--- config.mk ---
export PLATFORM = sky130hd
export DESIGN_NAME = bcd_scan_load
export DESIGN_NICKNAME = d
export VERILOG_FILES = /design/src/rtl/bcdscan_pkg.sv /design/src/rtl/bcdscan_lvl_sense.sv /design/src/rtl/bcdscan_pos.sv /design/src/rtl/bcdscan_load_fsm.sv /design/src/rtl/bcd_scan_load.sv
export SDC_FILE = /design/constraint.sdc
export NUM_CORES = 1
export LEC_CHECK = 0
export BUFFER_PORTS_ARGS = -buffer_cell sky130_fd_sc_hd__buf_2
export CAP_MARGIN = 10
export CORE_MARGIN = 2
export CORE_UTILIZATION = 35
export CTS_CLUSTER_DIAMETER = 100
export DETAILED_ROUTE_END_ITERATION = 16
export PLACE_DENSITY_LB_ADDON = 0.2
export REMOVE_ABC_BUFFERS = 1
export SYNTH_ARGS = -nofsm -noshare
export SYNTH_HDL_FRONTEND = slang
export SYNTH_SLANG_ARGS = --single-unit
--- constraint.sdc ---
create_clock -name clk -period 1.4 [get_ports clk]
set_input_delay 0.07 -clock clk [delete_from_list [all_inputs] [get_ports clk]]
set_output_delay 0.07 -clock clk [all_outputs]
set_load 0.01 [all_outputs]
--- src/rtl/bcdscan_pkg.sv ---
package bcdscan_pkg;

  typedef enum logic [1:0] {
    LVL_LOW  = 2'b00,
    LVL_OPEN = 2'b01,
    LVL_HIGH = 2'b10,
    LVL_RSVD = 2'b11
  } tri_lvl_e;

  function automatic logic lvl_is_high(input logic [1:0] v);
    return v == LVL_HIGH;
  endfunction

  function automatic logic lvl_is_low(input logic [1:0] v);
    return v == LVL_LOW;
  endfunction

endpackage

--- src/rtl/bcdscan_lvl_sense.sv ---
module bcdscan_lvl_sense
  import bcdscan_pkg::*;
(
  input  logic       clk,
  input  logic       rst_n,
  input  logic [1:0] lvl,
  output logic       is_high,
  output logic       is_low,
  output logic       rise_high
);

  logic prev_high_q;
  logic prev_high_d;

  always_comb begin
    is_high     = lvl_is_high(lvl);
    is_low      = lvl_is_low(lvl);
    rise_high   = is_high & ~prev_high_q;
    prev_high_d = is_high;
  end

  always_ff @(posedge clk or negedge rst_n) begin
    if (!rst_n) prev_high_q <= 1'b0;
    else        prev_high_q <= prev_high_d;
  end

endmodule

--- src/rtl/bcdscan_pos.sv ---
module bcdscan_pos #(
  parameter int NUM_DIGITS = 4,
  localparam int PW = $clog2(NUM_DIGITS)
) (
  input  logic          clk,
  input  logic          rst_n,
  input  logic          adv,
  input  logic          restart,
  output logic [PW-1:0] pos,
  output logic          last
);

  localparam logic [PW-1:0] LAST_POS = PW'(NUM_DIGITS - 1);

  logic [PW-1:0] pos_q;
  logic [PW-1:0] pos_d;

  always_comb begin
    last  = (pos_q == LAST_POS);
    pos_d = pos_q;
    if (restart)   pos_d = '0;
    else if (adv)  pos_d = last ? '0 : pos_q + 1'b1;
  end

  always_ff @(posedge clk or negedge rst_n) begin
    if (!rst_n) pos_q <= '0;
    else        pos_q <= pos_d;
  end

  assign pos = pos_q;

endmodule

--- src/rtl/bcdscan_load_fsm.sv ---
module bcdscan_load_fsm (
  input  logic clk,
  input  logic rst_n,
  input  logic req,
  input  logic tick,
  input  logic last,
  input  logic cnt_high,
  input  logic reg_high,
  output logic busy,
  output logic tgt_cnt,
  output logic tgt_reg,
  output logic start
);

  logic busy_q, busy_d;
  logic tgt_cnt_q, tgt_cnt_d;
  logic tgt_reg_q, tgt_reg_d;
  logic pass_end, again;

  always_comb begin
    start     = ~busy_q & req;
    pass_end  = busy_q & tick & last;
    again     = pass_end & (cnt_high | reg_high);
    busy_d    = busy_q;
    tgt_cnt_d = tgt_cnt_q;
    tgt_reg_d = tgt_reg_q;
    if (start) begin
      busy_d    = 1'b1;
      tgt_cnt_d = cnt_high;
      tgt_reg_d = reg_high;
    end else if (pass_end) begin
      busy_d    = again;
      tgt_cnt_d = again & cnt_high;
      tgt_reg_d = again & reg_high;
    end
  end

  always_ff @(posedge clk or negedge rst_n) begin
    if (!rst_n) begin
      busy_q    <= 1'b0;
      tgt_cnt_q <= 1'b0;
      tgt_reg_q <= 1'b0;
    end else begin
      busy_q    <= busy_d;
      tgt_cnt_q <= tgt_cnt_d;
      tgt_reg_q <= tgt_reg_d;
    end
  end

  assign busy    = busy_q;
  assign tgt_cnt = tgt_cnt_q;
  assign tgt_reg = tgt_reg_q;

endmodule

--- src/rtl/bcd_scan_load.sv ---
module bcd_scan_load #(
  parameter int NUM_DIGITS = 4,
  parameter int DIGIT_W    = 4,
  localparam int PW        = $clog2(NUM_DIGITS),
  localparam int LW        = NUM_DIGITS * DIGIT_W
) (
  input  logic                  clk,
  input  logic                  rst_n,
  input  logic                  scan_tick,
  input  logic [1:0]            ctl_cnt,
  input  logic [1:0]            ctl_reg,
  input  logic [LW-1:0]         latch_digits,
  input  logic [DIGIT_W-1:0]    bcd_in,
  output logic [NUM_DIGITS-1:0] digit_strobe,
  output logic                  bcd_oe,
  output logic [DIGIT_W-1:0]    bcd_out,
  output logic [NUM_DIGITS-1:0] cnt_we,
  output logic [NUM_DIGITS-1:0] reg_we,
  output logic [DIGIT_W-1:0]    wr_data,
  output logic                  display_en,
  output logic                  load_busy
);

  logic cnt_high, cnt_low, cnt_rise;
  logic reg_high, reg_low, reg_rise;
  logic busy, tgt_cnt, tgt_reg, start;
  logic adv, last;
  logic [PW-1:0] pos;
  logic [NUM_DIGITS-1:0] digit_sel;

  bcdscan_lvl_sense u_sense_cnt (
    .clk(clk), .rst_n(rst_n), .lvl(ctl_cnt),
    .is_high(cnt_high), .is_low(cnt_low), .rise_high(cnt_rise)
  );

  bcdscan_lvl_sense u_sense_reg (
    .clk(clk), .rst_n(rst_n), .lvl(ctl_reg),
    .is_high(reg_high), .is_low(reg_low), .rise_high(reg_rise)
  );

  bcdscan_load_fsm u_fsm (
    .clk(clk), .rst_n(rst_n), .req(cnt_rise | reg_rise), .tick(scan_tick),
    .last(last), .cnt_high(cnt_high), .reg_high(reg_high),
    .busy(busy), .tgt_cnt(tgt_cnt), .tgt_reg(tgt_reg), .start(start)
  );

  bcdscan_pos #(.NUM_DIGITS(NUM_DIGITS)) u_pos (
    .clk(clk), .rst_n(rst_n), .adv(adv), .restart(start),
    .pos(pos), .last(last)
  );

  always_comb begin
    display_en = ~reg_low | busy;
    adv        = scan_tick & display_en;
    bcd_oe     = display_en & ~busy & ~cnt_low & ~cnt_high & ~reg_high;
    wr_data    = bcd_in;
    load_busy  = busy;
  end

  for (genvar d = 0; d < NUM_DIGITS; d++) begin : g_digit
    assign digit_sel[d]    = (pos == PW'(NUM_DIGITS - 1 - d));
    assign digit_strobe[d] = digit_sel[d] & display_en;
    assign cnt_we[d]       = busy & tgt_cnt & scan_tick & digit_sel[d];
    assign reg_we[d]       = busy & tgt_reg & scan_tick & digit_sel[d];
  end

  always_comb begin
    bcd_out = '0;
    for (int d = 0; d < NUM_DIGITS; d++) begin
      if (digit_sel[d]) bcd_out = latch_digits[d*DIGIT_W +: DIGIT_W];
    end
  end

endmodule

After elaboration in Yosys (flattened, before gate mapping)
Index checks and enable logic that the tools add are counted.

cells by class
  bitwise gates (word level) = 39
  add/subtract/negate cells = 1
  muxes and demuxes = 13
  reductions and logical operators = 5
  equal/unequal tests = 5

operator list
  cell                                           count
  bitwise AND 1 bit                              29
  2-to-1 mux 4 bit                               4
  == test 2 bit, second input constant           4
  NOT 1 bit                                      7
  zero test 2 bit                                3
  2-to-1 mux 1 bit                               6
  2-to-1 mux 2 bit                               3
  nonzero test 2 bit                             2
  bitwise OR 1 bit                               3
  adder 2 x 1 -> 2 bit, second input constant    1
  == test 2 x 1 -> 1 bit, second input constant  1

word-level totals
  output and inout bits = 23
  bits of input ports = 27
  register bits after elaboration = 7

Logic depth before layout (Yosys ltp)
  depth in word-level cells = 7
  mapped depth = 5
  gate-level depth less buffers = 5

By module
Synthesis repeated with hierarchy kept, for this count alone.

unflattened totals
  cell total of the unflattened synthesis = 59
  area, all modules = 578.1 um2

by module, submodules not included
  module             times used  cells each  sequential area each (um2)  area each (um2)
  bcd_scan_load      1           33          0.0                         246.5
  bcdscan_load_fsm   1           10          75.1                        136.4
  bcdscan_pos        1           8           50.0                        100.1
  bcdscan_lvl_sense  2           4           25.0                        47.5

Worst setup path after synthesis
No wires, ideal clock.

  kind = register to register
  start = register u_fsm.busy_q, in the netlist u_fsm.busy
  end = register u_fsm.tgt_cnt_q, in the netlist u_fsm.tgt_cnt
  period minus slack after synthesis = 1.523 ns
  slack = -0.123 ns
  path buffers = 0
  data required time = 1.275 ns
  arrival time = 1.398 ns
  stages on the path, launching flop included = 4
  cell sequence = dfrtp_1 > or4b_4 > o311a_4 > mux2_4

on the way
  cells in the longest elaborated chain, start to end = 6
  elaborated cells between the ends (all ways) = 9
  classes of those cells = 2 x mux; 6 x bitwise; 1 x reduce/logical

RTL lines
  element                          line                    text
  from (decl)                      bcdscan_load_fsm.sv:15  logic busy_q, busy_d;
  from (signal assigned)           bcdscan_load_fsm.sv:44  busy_q <= busy_d;
  bitwise AND 1 bit (2 in series)  bcdscan_load_fsm.sv:22  pass_end = busy_q & tick & last;
  bitwise AND 1 bit                bcdscan_load_fsm.sv:23  again = pass_end & (cnt_high | reg_high);
  bitwise AND 1 bit                bcdscan_load_fsm.sv:33  tgt_cnt_d = again & cnt_high;
  2-to-1 mux 1 bit                 bcdscan_load_fsm.sv:31  end else if (pass_end) begin
  2-to-1 mux 1 bit                 bcdscan_load_fsm.sv:27  if (start) begin
  to (signal assigned)             bcdscan_load_fsm.sv:45  tgt_cnt_q <= tgt_cnt_d;
  to (decl)                        bcdscan_load_fsm.sv:16  logic tgt_cnt_q, tgt_cnt_d;

Several ways; a longest one is shown, not always the timed one. The select of a mux whose other input is x is not followed.
A chain may end at the register's enable or synchronous reset.

Worst setup path after layout
  start = register u_pos.pos_q[0], in the netlist u_pos.pos[0]
  end = output port bcd_out[2]

on the way
  cells in the longest elaborated chain, start to end = 5
  elaborated cells between the ends (all ways) = 8
  classes of those cells = 3 x eq/ne; 4 x mux; 1 x reduce/logical

RTL lines
  element                         line                 text
  from (decl)                     bcdscan_pos.sv:15    logic [PW-1:0] pos_q;
  from (signal assigned)          bcdscan_pos.sv:27    else pos_q <= pos_d;
  == test 2 bit                   bcd_scan_load.sv:61  assign digit_sel[d] = (pos == PW'(NUM_DIGITS - 1 - d));
  2-to-1 mux 4 bit (3 in series)  bcd_scan_load.sv:70  if (digit_sel[d]) bcd_out = latch_digits[d*DIGIT_W +: DIGIT_W];
  2-to-1 mux 4 bit *              bcd_scan_load.sv:70
  to (decl)                       bcd_scan_load.sv:16  output logic [DIGIT_W-1:0] bcd_out,

Every way passes the cells marked *; elsewhere a longest branch is shown, timed or not.

==> results_tabular.tex <==
\begin{tabular}{lr}
\hline
Metric & Value \\
\hline
\multicolumn{2}{l}{\textbf{Timing}} \\
Worst Hold Margin & 0.1401 ns \\
Post-layout minimum cycle time & around 1.6 ns \\
Setup Viol. Count Final & 14 \\
Endpoints failing hold & 0 \\
Ratio of final minimum period to clock period & 1.135 \\
Total negative slack for setup checks & -1.274 ns \\
Max Fclk & between 0.6 and 0.7 GHz \\
Fin. max-slew vios & 0 \\
Final setup margin & -0.1891 ns \\
Setup skew after layout & 0.0007604 ns \\
Relative slew slack & 0.8055 \\
Transition time at the pin with the least slew margin & 0.2893 ns \\
Unrepaired setup endpoints after global routing & yes \\
\multicolumn{2}{l}{\textbf{Worst setup path}} \\
CP max-delay cell & dfrtp\_2 \\
Arrival time at the worst endpoint & 1.52 ns \\
Worst setup path class & flop to primary output \\
Critical Path Fanout Max & 4 \\
Gate family responsible for the most delay along the worst path & flip-flops \\
Cell count of the worst reg-to-reg path & 3 \\
Total number of cells along the worst setup path & 6 \\
CP Capture Type & primary output \\
Cells along the critical path & inv\_2, ha\_4, nor2b\_4, a221oi\_2, o31ai\_1, buf\_2 \\
First element of the critical path & u\_pos.pos[0] \\
Slack of the worst reg-to-reg path & -0.09 ns \\
Highest cell delay on the worst timing path & 0.41 ns \\
Beginning of the worst register-to-register path & u\_sense\_reg.prev\_high\_q \\
Type of element launching the critical path & flop \\
Data required time at the worst endpoint & 1.33 ns \\
Worst reg2reg path endpoint & u\_fsm.tgt\_reg \\
Worst setup path endpoint & bcd\_out[2] \\
Number of buffer and inverter instances along the worst setup path & 2 \\
\multicolumn{2}{l}{\textbf{Finish}} \\
Signed area change from the synthesized netlist to the final layout & 62.41\% \\
Flip-flop count of the largest register after layout & 2 \\
FF/Latch Area & 177.7 sq um \\
Share of layout cells above drive strength 1 & 0.6148 \\
Number of antenna cells inserted & 0 \\
Total area of multi-input combinational cells & 543.0 sq um \\
\# nets final & 155 \\
Filler cell count in the final layout & 174 \\
\multicolumn{2}{l}{\textbf{Power}} \\
Power share of the clock group & 0.098 \\
PnR Total Power & about 1.9 mW \\
Highest ir drop seen on vdd & 0.8590 mV \\
Total leakage power & about 0.54 nW \\
Switching Share & 0.4191 \\
Power density of the placed cells & about 1700 nW/um\^{}2 \\
Power Internal & 1.090 mW \\
Total net switching power & $\sim$0.79 mW \\
Combinational group share of total power & 0.714 \\
Sequential Power Share & 0.188 \\
\multicolumn{2}{l}{\textbf{GRT}} \\
Antenna violations before repair & 0 \\
Number of global-route vias before repair & 560 \\
Global route overflow & 0 \\
Global-route wire length before repair & 2.318 mm \\
Aggregate global-route resource usage & 0.1424 \\
Maximum number of pins on one net before global-route repair & 13 \\
\multicolumn{2}{l}{\textbf{Synth}} \\
Yosys synthesis warning count & 0 \\
Average cell area after synthesis & 8.758 sq um \\
Distinct cell type count after synthesis & 25 \\
Largest cells by area after synthesis & dfrtp\_1 (26\%), ha\_1 (9.4\%), nor2b\_1 (8.5\%) \\
Part of the Yosys area used for sequential elements & 0.2632 \\
Number of cells produced by synthesis & 76 \\
Largest area contributor in the synthesized netlist & dfrtp\_1 \\
Total of flip-flops plus latches after synthesis & 7 \\
Synthesized cell area & 665.6 sq um \\
Area share of the largest cell type after synthesis & 0.2632 \\
\multicolumn{2}{l}{\textbf{Clock network}} \\
Number of buffers on the longest clock path & 2 \\
Clock latency at the later pin of the worst-skew pair & 0.25 ns \\
Clock Tree Root & clkbuf\_4 \\
Maximum level of the CTS H-tree & 1 \\
TritonCTS clock tree & done \\
CTS Sinks & 7 \\
Clock edge transition at the registers on the reported setup and hold paths & 0.05 ns \\
Number of buffers created by CTS & 3 \\
\multicolumn{2}{l}{\textbf{Routing}} \\
Remaining antenna violation count after routing & 0 \\
Routed vias/inst & between 4 and 5 \\
Number of DRC violations after detailed-routing iteration 0 & 6 \\
Total length of routed wires & 1.784 mm \\
Routed wire per std cell & 12.14 um \\
First-pass iteration count of the detailed router & 4 \\
Remaining routing DRC violations & 0 \\
Total via count in the routed design & between 700 and 800 \\
\multicolumn{2}{l}{\textbf{Floorplan}} \\
Floorplan row count & 15 \\
Height of the die & 47.61 um \\
IO Pins & 50 \\
Die span in x & around 48 um \\
Initial cell density of the core & 0.3773 \\
Area of the die & 2267 sq um \\
Area of the placeable core & 1764 sq um \\
\multicolumn{2}{l}{\textbf{Status}} \\
Result of the run & finished, violations left \\
Violations in the final reports & negative setup slack \\
\multicolumn{2}{l}{\textbf{Placement}} \\
Detailed placement HPWL & 1.354 mm \\
\# port buffers & 41 \\
Final Wtd Congestion & 0.7411 \\
\multicolumn{2}{l}{\textbf{Flow run}} \\
Maximum capacitance violations & 0 \\
\multicolumn{2}{l}{\textbf{Min path}} \\
Hold crit path type & primary input to primary output \\
\hline
\end{tabular}
## synth_stat cells
cell and n:
mux2i_1 1, ha_1 5, nor3_1 1, or3_1 1, nand2b_1 2, mux2_4 2, dfrtp_1 7, buf_4 4
and2_1 8, buf_2 1, and2b_2 1, or4b_4 1, and3_1 3, nand2_1 7, a221o_1 1, a21oi_1 1
nand3_1 1, inv_1 4, a221oi_1 4, o31ai_1 6, o311a_4 1, nor2b_1 9, buf_1 1, clkbuf_1 1
nor2_1 3
## routing by layer
layer | vias to the layer above | GRT usage | share of wire
met5 | - | 0 | 0
met4 | 0 | 0.04865 | 0.0095
met3 | 2 | 0.02264 | 0.091
met2 | 41 | 0.2784 | 0.48
met1 | 321 | 0.1528 | 0.42
li1 | 352 | - | -
## cells by family after synthesis
group                    Yosys count  synth area share
AND/OR/NAND/NOR                   37            0.3214
flip-flops                         7            0.2632
adder cells (fa/ha/maj)            5           0.09398
buffers and inverters             11           0.08644
multiplexers                       3           0.06015
AO/OA/AOI/OAI                     13            0.1748
## worst reg2reg max path, stage by stage, from the launching register on
cell	delay (ns)
dfrtp_1	0.38
or4b_4	0.55
o311a_4	0.15
mux2_4	0.30
## metrics by stage
stage | utilization | area, sq um | setup slack [ns] | instances
after floorplan | - | 623.1 | -0.2257 | 69
after global placement | 0.5128 | 904.6 | -0.08410 | 141
after detailed placement | 0.5128 | 904.6 | -0.1130 | 141
after CTS | 0.5950 | 1050 | -0.1799 | 147
after global routing | 0.6128 | 1081 | -0.2970 | 147
final | 0.6128 | 1081 | -0.1891 | 147
## final cells by class
| cell class | instances | area share |
|---|---|---|
| clock buffer | 4 | 0.02431 |
| inverter | 4 | 0.01389 |
| multi-input combinational | 58 | 0.5023 |
| sequential | 7 | 0.1644 |
| tap | 25 | 0.02894 |
| timing repair buffer | 49 | 0.2662 |
## placed cells by master, fill, tap and decap left out
master         netlist  final
buf_2                1     39
nor2b_1              9      8
nand2_1              7      7
and2_1               8      6
o31ai_1              6      5
buf_4                4      5
dfrtp_1              7      5
a221oi_2             0      4
ha_4                 0      4
buf_6                0      4
inv_1                4      3
nor2_1               3      3
clkbuf_4             0      3
and3_1               3      2
and2_4               0      2
nand2b_1             2      2
mux2_4               2      2
dfrtp_2              0      2
nor2b_4              0      1
and2b_2              1      1
nor3_2               0      1
and3_4               0      1
or4b_4               1      1
nand3_2              0      1
o311a_4              1      1
o31ai_2              0      1
or3_1                1      1
a21oi_1              1      1
mux2i_1              1      1
a221o_1              1      1
inv_2                0      1
ha_2                 0      1
clkbuf_1             1      1
dlygate4sd3_1        0      1
## worst min-delay path by stage
stage / startpoint / endpoint / depth (start not counted)
global placement: rst_n / u_pos.pos[1] / 1
global route: bcd_in[0] / wr_data[0] / 0
detailed placement: rst_n / u_sense_cnt.prev_high_q / 1
CTS: ctl_reg[1] / u_sense_reg.prev_high_q / 2
floorplan: rst_n / u_fsm.busy / 0
finish: bcd_in[2] / wr_data[2] / 0
## power by group through the flow
| stage | sequential [mW] | clock (mW) | combinational (mW) |
|---|---|---|---|
| after global routing | 0.365 | 0.196 | 1.47 |
| after floorplan | 0.340 | 0 | 0.640 |
| final | 0.352 | 0.184 | 1.34 |
| after detailed placement | 0.334 | 0 | 1.05 |
| after CTS | 0.352 | 0.189 | 1.31 |
| after global placement | 0.330 | 0 | 1.04 |
## what timing repair did
action	in CTS	in global routing
hold buffers	1	0
endpoints found under the hold margin	7	0
buffers inserted	1	0
gates cloned	0	0
endpoints found under the setup margin	16	21
gates resized for setup	21	7
pin swaps	7	2
(Power assumes the default switching activity.)
